<file path="config.mk">
export PLATFORM = sky130hd
export DESIGN_NAME = wmask_csr_bank
export DESIGN_NICKNAME = d
export VERILOG_FILES = /design/src/rtl/wm_csr_pkg.sv /design/src/rtl/wm_csr_decode.sv /design/src/rtl/wm_csr_reg.sv /design/src/rtl/wm_csr_status.sv /design/src/rtl/wmask_csr_bank.sv
export SDC_FILE = /design/constraint.sdc
export NUM_CORES = 1
export LEC_CHECK = 0
export BUFFER_PORTS_ARGS = -buffer_cell sky130_fd_sc_hd__buf_2
export CORE_MARGIN = 8
export CORE_UTILIZATION = 35
export CTS_BUF_LIST = sky130_fd_sc_hd__clkbuf_16
export DETAILED_ROUTE_END_ITERATION = 8
export PLACE_DENSITY = 0.67
export REMOVE_ABC_BUFFERS = 1
export SETUP_SLACK_MARGIN = 0.3
export SLEW_MARGIN = 30
export SYNTH_ARGS = -nofsm -noshare
export SYNTH_HDL_FRONTEND = slang
export SYNTH_SLANG_ARGS = --single-unit
export TNS_END_PERCENT = 10
</file>
<file path="constraint.sdc">
create_clock -name pclk -period 1.92 [get_ports pclk]
set_input_delay 0.192 -clock pclk [delete_from_list [all_inputs] [get_ports pclk]]
set_output_delay 0.192 -clock pclk [all_outputs]
set_load 0.01 [all_outputs]
</file>
<file path="src/rtl/wm_csr_pkg.sv">
package wm_csr_pkg;
  localparam int unsigned BUS_W     = 32;
  localparam int unsigned HALF_W    = BUS_W / 2;
  localparam int unsigned NUM_CTL   = 11;
  localparam int unsigned NUM_STAT  = 2;
  localparam int unsigned STAT_BASE = 12; // word index of offset 0x30

  // control word indices (byte offset = 4 * index)
  localparam int unsigned IDX_PWR   = 0;
  localparam int unsigned IDX_DIV   = 1;
  localparam int unsigned IDX_CLK   = 2;
  localparam int unsigned IDX_EMPH  = 3;
  localparam int unsigned IDX_AMP   = 4;
  localparam int unsigned IDX_DRV   = 5;
  localparam int unsigned IDX_SSC   = 6;
  localparam int unsigned IDX_SPARE = 7;
  localparam int unsigned IDX_PLLH  = 8;
  localparam int unsigned IDX_TXC   = 9;
  localparam int unsigned IDX_AUX   = 10;

  // lanes idle and powered down, PLL off
  function automatic logic [HALF_W-1:0] ctl_reset(input int unsigned idx);
    return (idx == IDX_PWR) ? HALF_W'(16'h0FF1) : '0;
  endfunction
endpackage

</file>
<file path="src/rtl/wm_csr_decode.sv">
module wm_csr_decode #(
  parameter int unsigned ADDR_W    = 8,
  parameter int unsigned NUM_CTL   = 11,
  parameter int unsigned NUM_STAT  = 2,
  parameter int unsigned STAT_BASE = 12
) (
  input  logic [ADDR_W-1:0]   addr,
  output logic [NUM_CTL-1:0]  ctl_sel,
  output logic [NUM_STAT-1:0] stat_sel,
  output logic                hit
);
  localparam int unsigned IDX_W = ADDR_W - 2;

  logic             aligned;
  logic [IDX_W-1:0] word;

  assign aligned = (addr[1:0] == 2'b00);
  assign word    = addr[ADDR_W-1:2];

  for (genvar i = 0; i < NUM_CTL; i++) begin : g_ctl
    assign ctl_sel[i] = aligned && (word == IDX_W'(i));
  end

  for (genvar j = 0; j < NUM_STAT; j++) begin : g_stat
    assign stat_sel[j] = aligned && (word == IDX_W'(STAT_BASE + j));
  end

  assign hit = |{ctl_sel, stat_sel};
endmodule

</file>
<file path="src/rtl/wm_csr_reg.sv">
module wm_csr_reg #(
  parameter int unsigned  W   = 16,
  parameter logic [W-1:0] RST = '0
) (
  input  logic         clk,
  input  logic         rst_n,
  input  logic         we,
  input  logic [W-1:0] wdata,
  input  logic [W-1:0] wmask,
  output logic [W-1:0] q
);
  always_ff @(posedge clk or negedge rst_n) begin
    if (!rst_n) begin
      q <= RST;
    end else if (we) begin
      q <= (q & ~wmask) | (wdata & wmask);
    end
  end
endmodule

</file>
<file path="src/rtl/wm_csr_status.sv">
module wm_csr_status #(
  parameter int unsigned W = 16,
  parameter int unsigned N = 2
) (
  input  logic           clk,
  input  logic           rst_n,
  input  logic [N*W-1:0] d,
  output logic [N*W-1:0] q
);
  always_ff @(posedge clk or negedge rst_n) begin
    if (!rst_n) begin
      q <= '0;
    end else begin
      q <= d;
    end
  end
endmodule

</file>
<file path="src/rtl/wmask_csr_bank.sv">
module wmask_csr_bank #(
  parameter int unsigned ADDR_W = 8,
  parameter int unsigned LANES  = 4
) (
  input  logic                 pclk,
  input  logic                 presetn,
  input  logic                 psel,
  input  logic                 penable,
  input  logic                 pwrite,
  input  logic [ADDR_W-1:0]    paddr,
  input  logic [31:0]          pwdata,
  output logic [31:0]          prdata,
  output logic                 pready,
  output logic                 pslverr,
  input  logic                 pll_ready,
  input  logic [15:0]          phy_status,
  output logic [LANES-1:0]     lane_idle,
  output logic [LANES-1:0]     lane_pd,
  output logic                 iddq_en,
  output logic                 pll_pd,
  output logic [14:0]          pll_fbdiv,
  output logic [2:0]           term_sel,
  output logic [1:0]           rate_sel,
  output logic [3:0]           ref_div,
  output logic [4*LANES-1:0]   emph,
  output logic [3*LANES-1:0]   amp,
  output logic [2*LANES-1:0]   amp_scale,
  output logic [1:0]           tx_mode,
  output logic [3:0]           ssc_depth,
  output logic                 ssc_en,
  output logic [9:0]           ssc_count,
  output logic [15:0]          spare_ctl,
  output logic [15:0]          pll_ctl_hi,
  output logic [15:0]          tx_ctl,
  output logic                 aux_rx_pd_sel,
  output logic                 aux_tx_pd_sel,
  output logic                 aux_idle,
  output logic                 aux_rx_pd,
  output logic                 aux_tx_pd
);
  import wm_csr_pkg::*;

  localparam int unsigned HW = HALF_W;
  localparam int unsigned NC = NUM_CTL;
  localparam int unsigned NS = NUM_STAT;

  logic          access, wr_acc, rd_acc;
  logic [NC-1:0] ctl_sel;
  logic [NS-1:0] stat_sel;
  logic          hit;
  logic [HW-1:0] wmask, wdata;
  logic [HW-1:0] ctl_q [NC];
  logic [NS*HW-1:0] stat_d, stat_q;
  logic [HW-1:0] rd_half;

  assign access = psel && penable;
  assign wr_acc = access && pwrite;
  assign rd_acc = access && !pwrite;
  assign wmask  = pwdata[HW +: HW];
  assign wdata  = pwdata[0 +: HW];

  wm_csr_decode #(
    .ADDR_W   (ADDR_W),
    .NUM_CTL  (NC),
    .NUM_STAT (NS),
    .STAT_BASE(STAT_BASE)
  ) u_decode (
    .addr    (paddr),
    .ctl_sel (ctl_sel),
    .stat_sel(stat_sel),
    .hit     (hit)
  );

  for (genvar i = 0; i < NC; i++) begin : g_reg
    wm_csr_reg #(
      .W  (HW),
      .RST(ctl_reset(i))
    ) u_reg (
      .clk  (pclk),
      .rst_n(presetn),
      .we   (wr_acc && ctl_sel[i]),
      .wdata(wdata),
      .wmask(wmask),
      .q    (ctl_q[i])
    );
  end

  assign stat_d = {phy_status, {(HW-1){1'b0}}, pll_ready};

  wm_csr_status #(
    .W(HW),
    .N(NS)
  ) u_status (
    .clk  (pclk),
    .rst_n(presetn),
    .d    (stat_d),
    .q    (stat_q)
  );

  always_comb begin
    rd_half = '0;
    for (int i = 0; i < NC; i++) begin
      if (ctl_sel[i]) rd_half = rd_half | ctl_q[i];
    end
    for (int j = 0; j < NS; j++) begin
      if (stat_sel[j]) rd_half = rd_half | stat_q[j*HW +: HW];
    end
  end

  assign prdata  = rd_acc ? {{HW{1'b0}}, rd_half} : '0;
  assign pslverr = access && !hit;
  assign pready  = 1'b1;

  // power and lane word
  assign lane_idle = ctl_q[IDX_PWR][8 +: LANES];
  assign lane_pd   = ctl_q[IDX_PWR][4 +: LANES];
  assign iddq_en   = ctl_q[IDX_PWR][1];
  assign pll_pd    = ctl_q[IDX_PWR][0];

  // dividers and rate
  assign pll_fbdiv = ctl_q[IDX_DIV][14:0];
  assign term_sel  = ctl_q[IDX_CLK][10:8];
  assign rate_sel  = ctl_q[IDX_CLK][5:4];
  assign ref_div   = ctl_q[IDX_CLK][3:0];

  // per-lane drive settings
  assign emph      = ctl_q[IDX_EMPH][0 +: 4*LANES];
  assign amp_scale = ctl_q[IDX_DRV][0 +: 2*LANES];
  assign tx_mode   = ctl_q[IDX_DRV][9:8];
  for (genvar k = 0; k < LANES; k++) begin : g_amp
    assign amp[3*k +: 3] = ctl_q[IDX_AMP][4*k +: 3];
  end

  // spread spectrum
  assign ssc_depth = ctl_q[IDX_SSC][15:12];
  assign ssc_en    = ctl_q[IDX_SSC][11];
  assign ssc_count = ctl_q[IDX_SSC][9:0];

  // whole-word controls
  assign spare_ctl  = ctl_q[IDX_SPARE];
  assign pll_ctl_hi = ctl_q[IDX_PLLH];
  assign tx_ctl     = ctl_q[IDX_TXC];

  // side channel
  assign aux_rx_pd_sel = ctl_q[IDX_AUX][5];
  assign aux_tx_pd_sel = ctl_q[IDX_AUX][4];
  assign aux_idle      = ctl_q[IDX_AUX][2];
  assign aux_rx_pd     = ctl_q[IDX_AUX][1];
  assign aux_tx_pd     = ctl_q[IDX_AUX][0];
endmodule

</file>
==> results of run 1 <==
## kinds of logic after synthesis
family,after synthesis,synth area share [%]
buf+inv,225,13.3
flops,193,44.9
mux,218,23.1
other cells,2,0.0697
compound gates,106,6.30
simple gates,299,12.3
## final cells by class
class	instances	share of cell area (%)
Clock buffer	17	3.24
Inverter	3	0.0856
Clock inverter	15	0.942
Sequential cell	193	36.8
Multi-Input combinational cell	640	35.9
Tap cell	396	3.77
Timing Repair Buffer	364	19.3
## worst max-delay path, stage by stage (launching register included)
cell and delay [ns]:
dfrtp_1 0.39, mux4_2 0.49, nand2_2 0.08, a21oi_2 0.05
a311oi_2 0.30, buf_4 0.16, nor2_1 0.03, buf_2 0.16
## path summary, 6_finish.rpt
kind / from / end / cells past startpoint
max in group asynchronous: presetn / asynchronous set/reset pin / 3
min reg2reg: flop / flop / 1
min: pwdata[10] / flop / 2
min in group asynchronous: presetn / u_status.q[17]$_DFF_PN0_ / 2
max: flop / prdata[13] / 7
max reg2reg: flop / flop / 2
## power by group through the flow
stage	registers, mW	clock network, mW	logic, mW
final	4.15	3.42	0.759
after global routing	4.15	3.66	0.813
after CTS	4.15	3.50	0.746
after detailed placement	4.22	0	0.699
after global placement	4.22	0	0.691
after floorplan	4.22	0	0.146
## cells in the final DEF, fill, tap and decap left out, drive strengths merged, types with 13 or more instances in the layout
master,synthesis,layout
mux2i,28,28
conb,2,17
mux2,184,184
buf,194,345
dlygate4sd3,0,18
dfrtp,184,184
o21ai,13,13
a21oi,37,37
nor2,48,48
clkbuf,28,18
nand2,198,198
nand3,20,20
## timing repair
item,CTS,global route
setup buffers,4,3
pin swaps,16,19
hold buffers,18,0
gates cloned,0,0
hold endpoints to repair,60,0
gates resized for setup,39,24
setup endpoints to repair,83,100
## per-layer routing
| metal | global-route usage, % | up-vias | part of all wire [%] |
|---|---|---|---|
| li1 | - | 3768 | - |
| met1 | 25.6 | 4277 | 42 |
| met2 | 32.4 | 408 | 47 |
| met3 | 4.93 | 68 | 7.5 |
| met4 | 8.05 | 0 | 3.1 |
| met5 | 0 | - | 0 |
## stage by stage
step	total power [mW]	setup TNS (ns)	instance area, um2
global route	8.63	-5.83	13100
floorplan	4.37	-21.57	9400
finish	8.33	-4.72	13100
detailed placement	4.92	-29.77	12100
CTS	8.39	-4.44	13000
global placement	4.91	-27.59	12100
==> key figures, run 1 <==
Status
  • Status: finished, violations left
  • Failing checks: setup timing

Clock network
  • Root buf cell: clkbuf_16
  • Num CTS Buffers: 17
  • H-tree levels: 4
  • Clock sinks: approximately 190
  • Clk Latency, worst-skew pair: about 0.44 ns
  • TritonCTS clock tree: built
  • Clock-pin slew on the worst setup and hold paths: around 0.08 ns
  • Longest Clk Path Bufs: 2

Flow run
  • Max cap viols: 0

Power and ir drop
  • Switching power: 2.24 mW
  • Combinational power share: ~9.1%
  • P_int: slightly above 6 mW
  • Leakage power: approximately 6.5 nW
  • Power Dens Cells: between 600 and 700 nW/um2
  • Peak supply drop: 0.000589 V
  • Clock power share: 41.1%
  • Register share of total power: around 50%
  • Switching share of total power: roughly 27%

Yosys
  • Most common cell in the netlist: nand2_1
  • Synth Cell Area: between 10000 and 15000 um2
  • Share of the synthesized area in the top cell type: 42.7%
  • Post-synth top cells: nand2_1, dfrtp_1, mux2_2, buf_4, nor2_1
  • Top FF cell, synth: dfrtp_1
  • #FFs+latches synth: 193
  • Syn Inst Count: between 1000 and 1500
  • Synth unique cells: 50
  • Yosys warns: 0
  • Syn avg cell area: just over 10 um2
  • Ys async rst share: between 90% and 100%
  • Synth top area cells: dfrtp_1, mux2_2, buf_4
  • Post-synth EDFFs: 0
  • Dominant cell type by area after synthesis: dfrtp_1
  • Sequential area share after synthesis: 44.9%

Global routing
  • Vias in the first global route: ~9000
  • First-pass GRT wire length: 55400 um
  • Initial antenna violation count: 0
  • GRT Util Overall: ~20%
  • Largest net degree at the start of global routing: between 60 and 70
  • Total gr overflow: 0

Placed design
  • DP Wirelength: around 28000 um
  • I/O Buffers: ~220
  • Place WS: -0.531 ns
  • Dpl cells: 1571
  • Routability-driven placement congestion ratio: roughly 0.92

STA
  • Clock skew: 0 ns
  • Crit path time final: between 2 and 2.5 ns
  • Final setup fails: 16
  • Period Utilization, post-route: 119%
  • Hold_ws: between 0.1 and 0.15 ns
  • RSZ-0062 raised after global routing: true
  • Max transition margin: 62.6%
  • Worst Max-Slew Pin Slew: 0.561 ns
  • Final WS setup: -0.373 ns
  • Fmax: 436 MHz
  • Final Max Tran Viols: 0
  • Final Hold Fails: 0

Die
  • Die width: 191 um
  • Die area: about 37000 um2
  • Row cnt: 64
  • Io pins: about 240
  • Initial core utilization: a little over a third
  • Core area: between 30000 and 40000 um2
  • Die extent in y: ~190 um

Drt
  • DRT iter0 DRCs: approximately 770
  • Via density: around 5.2
  • Antenna Nets Post-Route: 0
  • Wirelength per Cell: about 23 um
  • Initial DRT Pass Iterations: 5
  • Detailed-route DRC error count: 0
  • Vias: roughly 8500
  • Routed wire length: ~37000 um

Layout
  • Fillers: around 2900
  • Post-layout util: between 40 and 50%
  • Ant diodes: 0
  • Nets@finish: between 1000 and 1500
  • Area Overhead vs Synth: 22.1%
  • Area of the multi-input gates: 4720 um2
  • FF/Latch Area: 4840 um2
  • Non-Filler Instances: between 1500 and 2000
  • Layout cells sized above 1: between 40% and 50%

Worst setup path
  • FF-to-FF setup slack: a little over 1 ns
  • Critical path startpoint category: flop
  • WP data arrival: 2.10 ns
  • Max Fanout on Critical Path: 3
  • Crit path capture type: output pin
  • WP data required: roughly 1.7 ns
  • Kind of critical path: flop to output pin

Min path
  • Hold Crit Class: input port to flop
Note: power is estimated with default switching activity, not from simulation.
==> inputs of run 2 (changes only) <==
--- a/config.mk
+++ b/config.mk
@@ -10,7 +10,8 @@
 export CORE_UTILIZATION = 35
 export CTS_BUF_LIST = sky130_fd_sc_hd__clkbuf_16
 export DETAILED_ROUTE_END_ITERATION = 8
-export PLACE_DENSITY = 0.67
+export GPL_TIMING_DRIVEN = 0
+export PLACE_DENSITY = 0.53
 export REMOVE_ABC_BUFFERS = 1
 export SETUP_SLACK_MARGIN = 0.3
 export SLEW_MARGIN = 30
==> constraint.sdc (replaced) <==
create_clock -name pclk -period 2.8 [get_ports pclk]
set_input_delay 0.28 -clock pclk [delete_from_list [all_inputs] [get_ports pclk]]
set_output_delay 0.28 -clock pclk [all_outputs]
set_load 0.01 [all_outputs]
==> run 2 against run 1 <==
  * Critical endpoint is now prdata[9]
  * Clock skew unchanged
  * Count of clock-buffer cells in the layout unchanged
  * Final cell count decreased by 5.5%
  * The run now ends clean
  * Global-route usage increased by 0.89 points
  * Wire length increased by 4.7%
  * Power decreased by 29%
==> key figures, run 2 (synthesized netlist as in run 1, its figures left out) <==
Clock network
  • TritonCTS clock tree: built
  • Clock sinks: ~190
  • Clk Latency, worst-skew pair: 0.45 ns
  • Root buf cell: clkbuf_16
  • Clock-pin slew on the worst setup and hold paths: ~0.080 ns
  • H-tree levels: 4
  • Num CTS Buffers: 17
  • Longest Clk Path Bufs: 2

STA
  • Worst Max-Slew Pin Slew: 0.818 ns
  • Max transition margin: ~45%
  • Final setup fails: 0
  • Period Utilization, post-route: between 80% and 90%
  • Clock skew: 0 ns
  • Final WS setup: roughly 0.34 ns
  • Fmax: about 400 MHz
  • Final Max Tran Viols: 0
  • Final Hold Fails: 0
  • RSZ-0062 raised after global routing: true
  • Crit path time final: between 2 and 2.5 ns

Die
  • Initial core utilization: a little over a third
  • Die width: roughly 190 um
  • Row cnt: 64
  • Core area: ~30000 um2
  • Die area: around 37000 um2
  • Die extent in y: 191 um
  • Io pins: roughly 240

Worst setup path
  • Critical path startpoint category: input port
  • WP data required: between 2 and 3 ns
  • Crit-path slowest cell: or4_4
  • Crit-path max cell delay: 0.62 ns
  • WP data arrival: between 2 and 2.5 ns
  • Critical-path cell list: buf_2 > or4_4 > nor3_4 > buf_6 > buf_6 > nand3_1 > a21oi_1 > a21oi_1 > a31oi_1 > buf_2
  • Max Fanout on Critical Path: 6
  • Crit path capture type: output pin
  • Kind of critical path: input port to output pin

Power and ir drop
  • Peak supply drop: 0.000412 V
  • Leakage power: 6.16 nW
  • Combinational power share: slightly above 8%
  • Design Power: about 6 mW
  • Register share of total power: between 40% and 50%
  • Clock power share: between 40 and 50%
  • Switching power: about 1.7 mW
  • P_int: roughly 4.3 mW
  • Power Dens Cells: about 470 nW/um2
  • Switching share of total power: between 20% and 30%

Flow run
  • Max cap viols: 0

Status
  • Status: complete, no violations

Global routing
  • Largest net degree at the start of global routing: 67
  • First-pass GRT wire length: about 56000 um
  • GRT Util Overall: 21.0%
  • Vias in the first global route: 8249
  • Total gr overflow: 0
  • Initial antenna violation count: 1

Layout
  • Most frequent cells in the layout: buf_2, nand2_1, dfrtp_1
  • Design area: between 10000 and 15000 um2
  • Leading cell type in the layout, fill and taps excluded: buf_2
  • Ant diodes: 0
  • Layout cells sized above 1: between 40% and 50%
  • Nets@finish: between 1000 and 1500
  • Area Overhead vs Synth: 16.1%
  • Fillers: 2984

Drt
  • Routed wire length: 38900 um
  • Vias: between 8000 and 9000
  • Detailed-route DRC error count: 0
  • Wirelength per Cell: 25.3 um
  • Initial DRT Pass Iterations: 5
  • DRT iter0 DRCs: between 500 and 600
  • Via density: roughly 5.3
  • Antenna Nets Post-Route: 0

Placed design
  • Place WS: -0.905 ns
  • DP Wirelength: ~26000 um
  • I/O Buffers: around 220
  • Post-Place Cell Area: between 10000 and 15000 um2
  • Routability-driven placement congestion ratio: approximately 0.76

Min path
  • Hold Crit Class: input port to flop
==> run 2: changes by cell type in the layout (fill, tap and decap cells not counted), moves of 4 or more <==
cell and delta:
buf_4 -83, buf_12 -10, buf_6 -5, nor2_4 +5, a21oi_1 +4, nor2_1 -4
==> run 2: metal layers <==
layer / up-vias / routed length [um] / GRT usage (%) / share of wire (%)
met3: 50 / 2310 / 4.23 / 5.9
met1: 4204 / 17700 / 28.7 / 45
met4: 0 / 910 / 7.13 / 2.3
met2: 294 / 18000 / 32.6 / 46
li1: 3574 / - / - / -
met5: - / 0 / 0 / 0
==> run 2: power groups by stage <==
| stage | Combinational (mW) | Clock [mW] | Sequential, mW |
|---|---|---|---|
| global route | 0.531 | 2.72 | 2.84 |
| CTS | 0.483 | 2.63 | 2.84 |
| detailed placement | 0.438 | 0 | 2.89 |
| finish | 0.492 | 2.58 | 2.84 |
| global placement | 0.412 | 0 | 2.89 |
| floorplan | 0.0998 | 0 | 2.90 |
==> run 2: stage by stage <==
stage / TNS [ns] / instances / hold WS [ns] / utilization (%)
CTS: 0 / 1535 / 0.180 / 40.7
global route: 0 / 1538 / 0.199 / 41.1
detailed placement: -82.79 / 1469 / 0.271 / 37.3
finish: 0 / 1538 / 0.202 / 41.1
floorplan: 0 / 836 / -0.0156 / -
global placement: -743.52 / 1450 / 0.389 / 36.1
==> run 2: final timing paths <==
check / start / to / slack [ns] / cells after the start
setup / recovery: paddr[0] / prdata[9] / 0.34 / 10
hold / removal: pwdata[12] / flop / 0.20 / 2
setup reg to reg: flop / flop / 1.97 / 1
hold reg to reg: flop / flop / 0.51 / 1
max in group asynchronous: presetn / asynchronous set/reset pin / 1.29 / 4
min in group asynchronous: presetn / asynchronous set/reset pin / 0.36 / 2
==> run 2: final cells by class <==
class | count | area, um2 | area share [%]
Sequential cell | 193 | 4840 | 38.7
Tap cell | 396 | 495 | 3.96
Multi-Input combinational cell | 640 | 4730 | 37.9
Clock buffer | 17 | 425 | 3.40
Timing Repair Buffer | 274 | 1810 | 14.5
Inverter | 3 | 23.8 | 0.190
Clock inverter | 15 | 173 | 1.38
==> run 2: timing repair <==
item / CTS / global route
endpoints found under the hold margin: 78 / 0
endpoints found under the setup margin: 172 / 14
resized for setup: 20 / 24
hold buffers: 18 / 0
cloned: 0 / 1
pin swaps: 8 / 11
buffers inserted: 16 / 2
==> run 2: worst max-delay path: cells and delay by family <==
| family | cells | cell delay, ns |
|---|---|---|
| simple gates | 3 | 0.88 |
| compound gates | 3 | 0.45 |
| buf+inv | 4 | 0.56 |
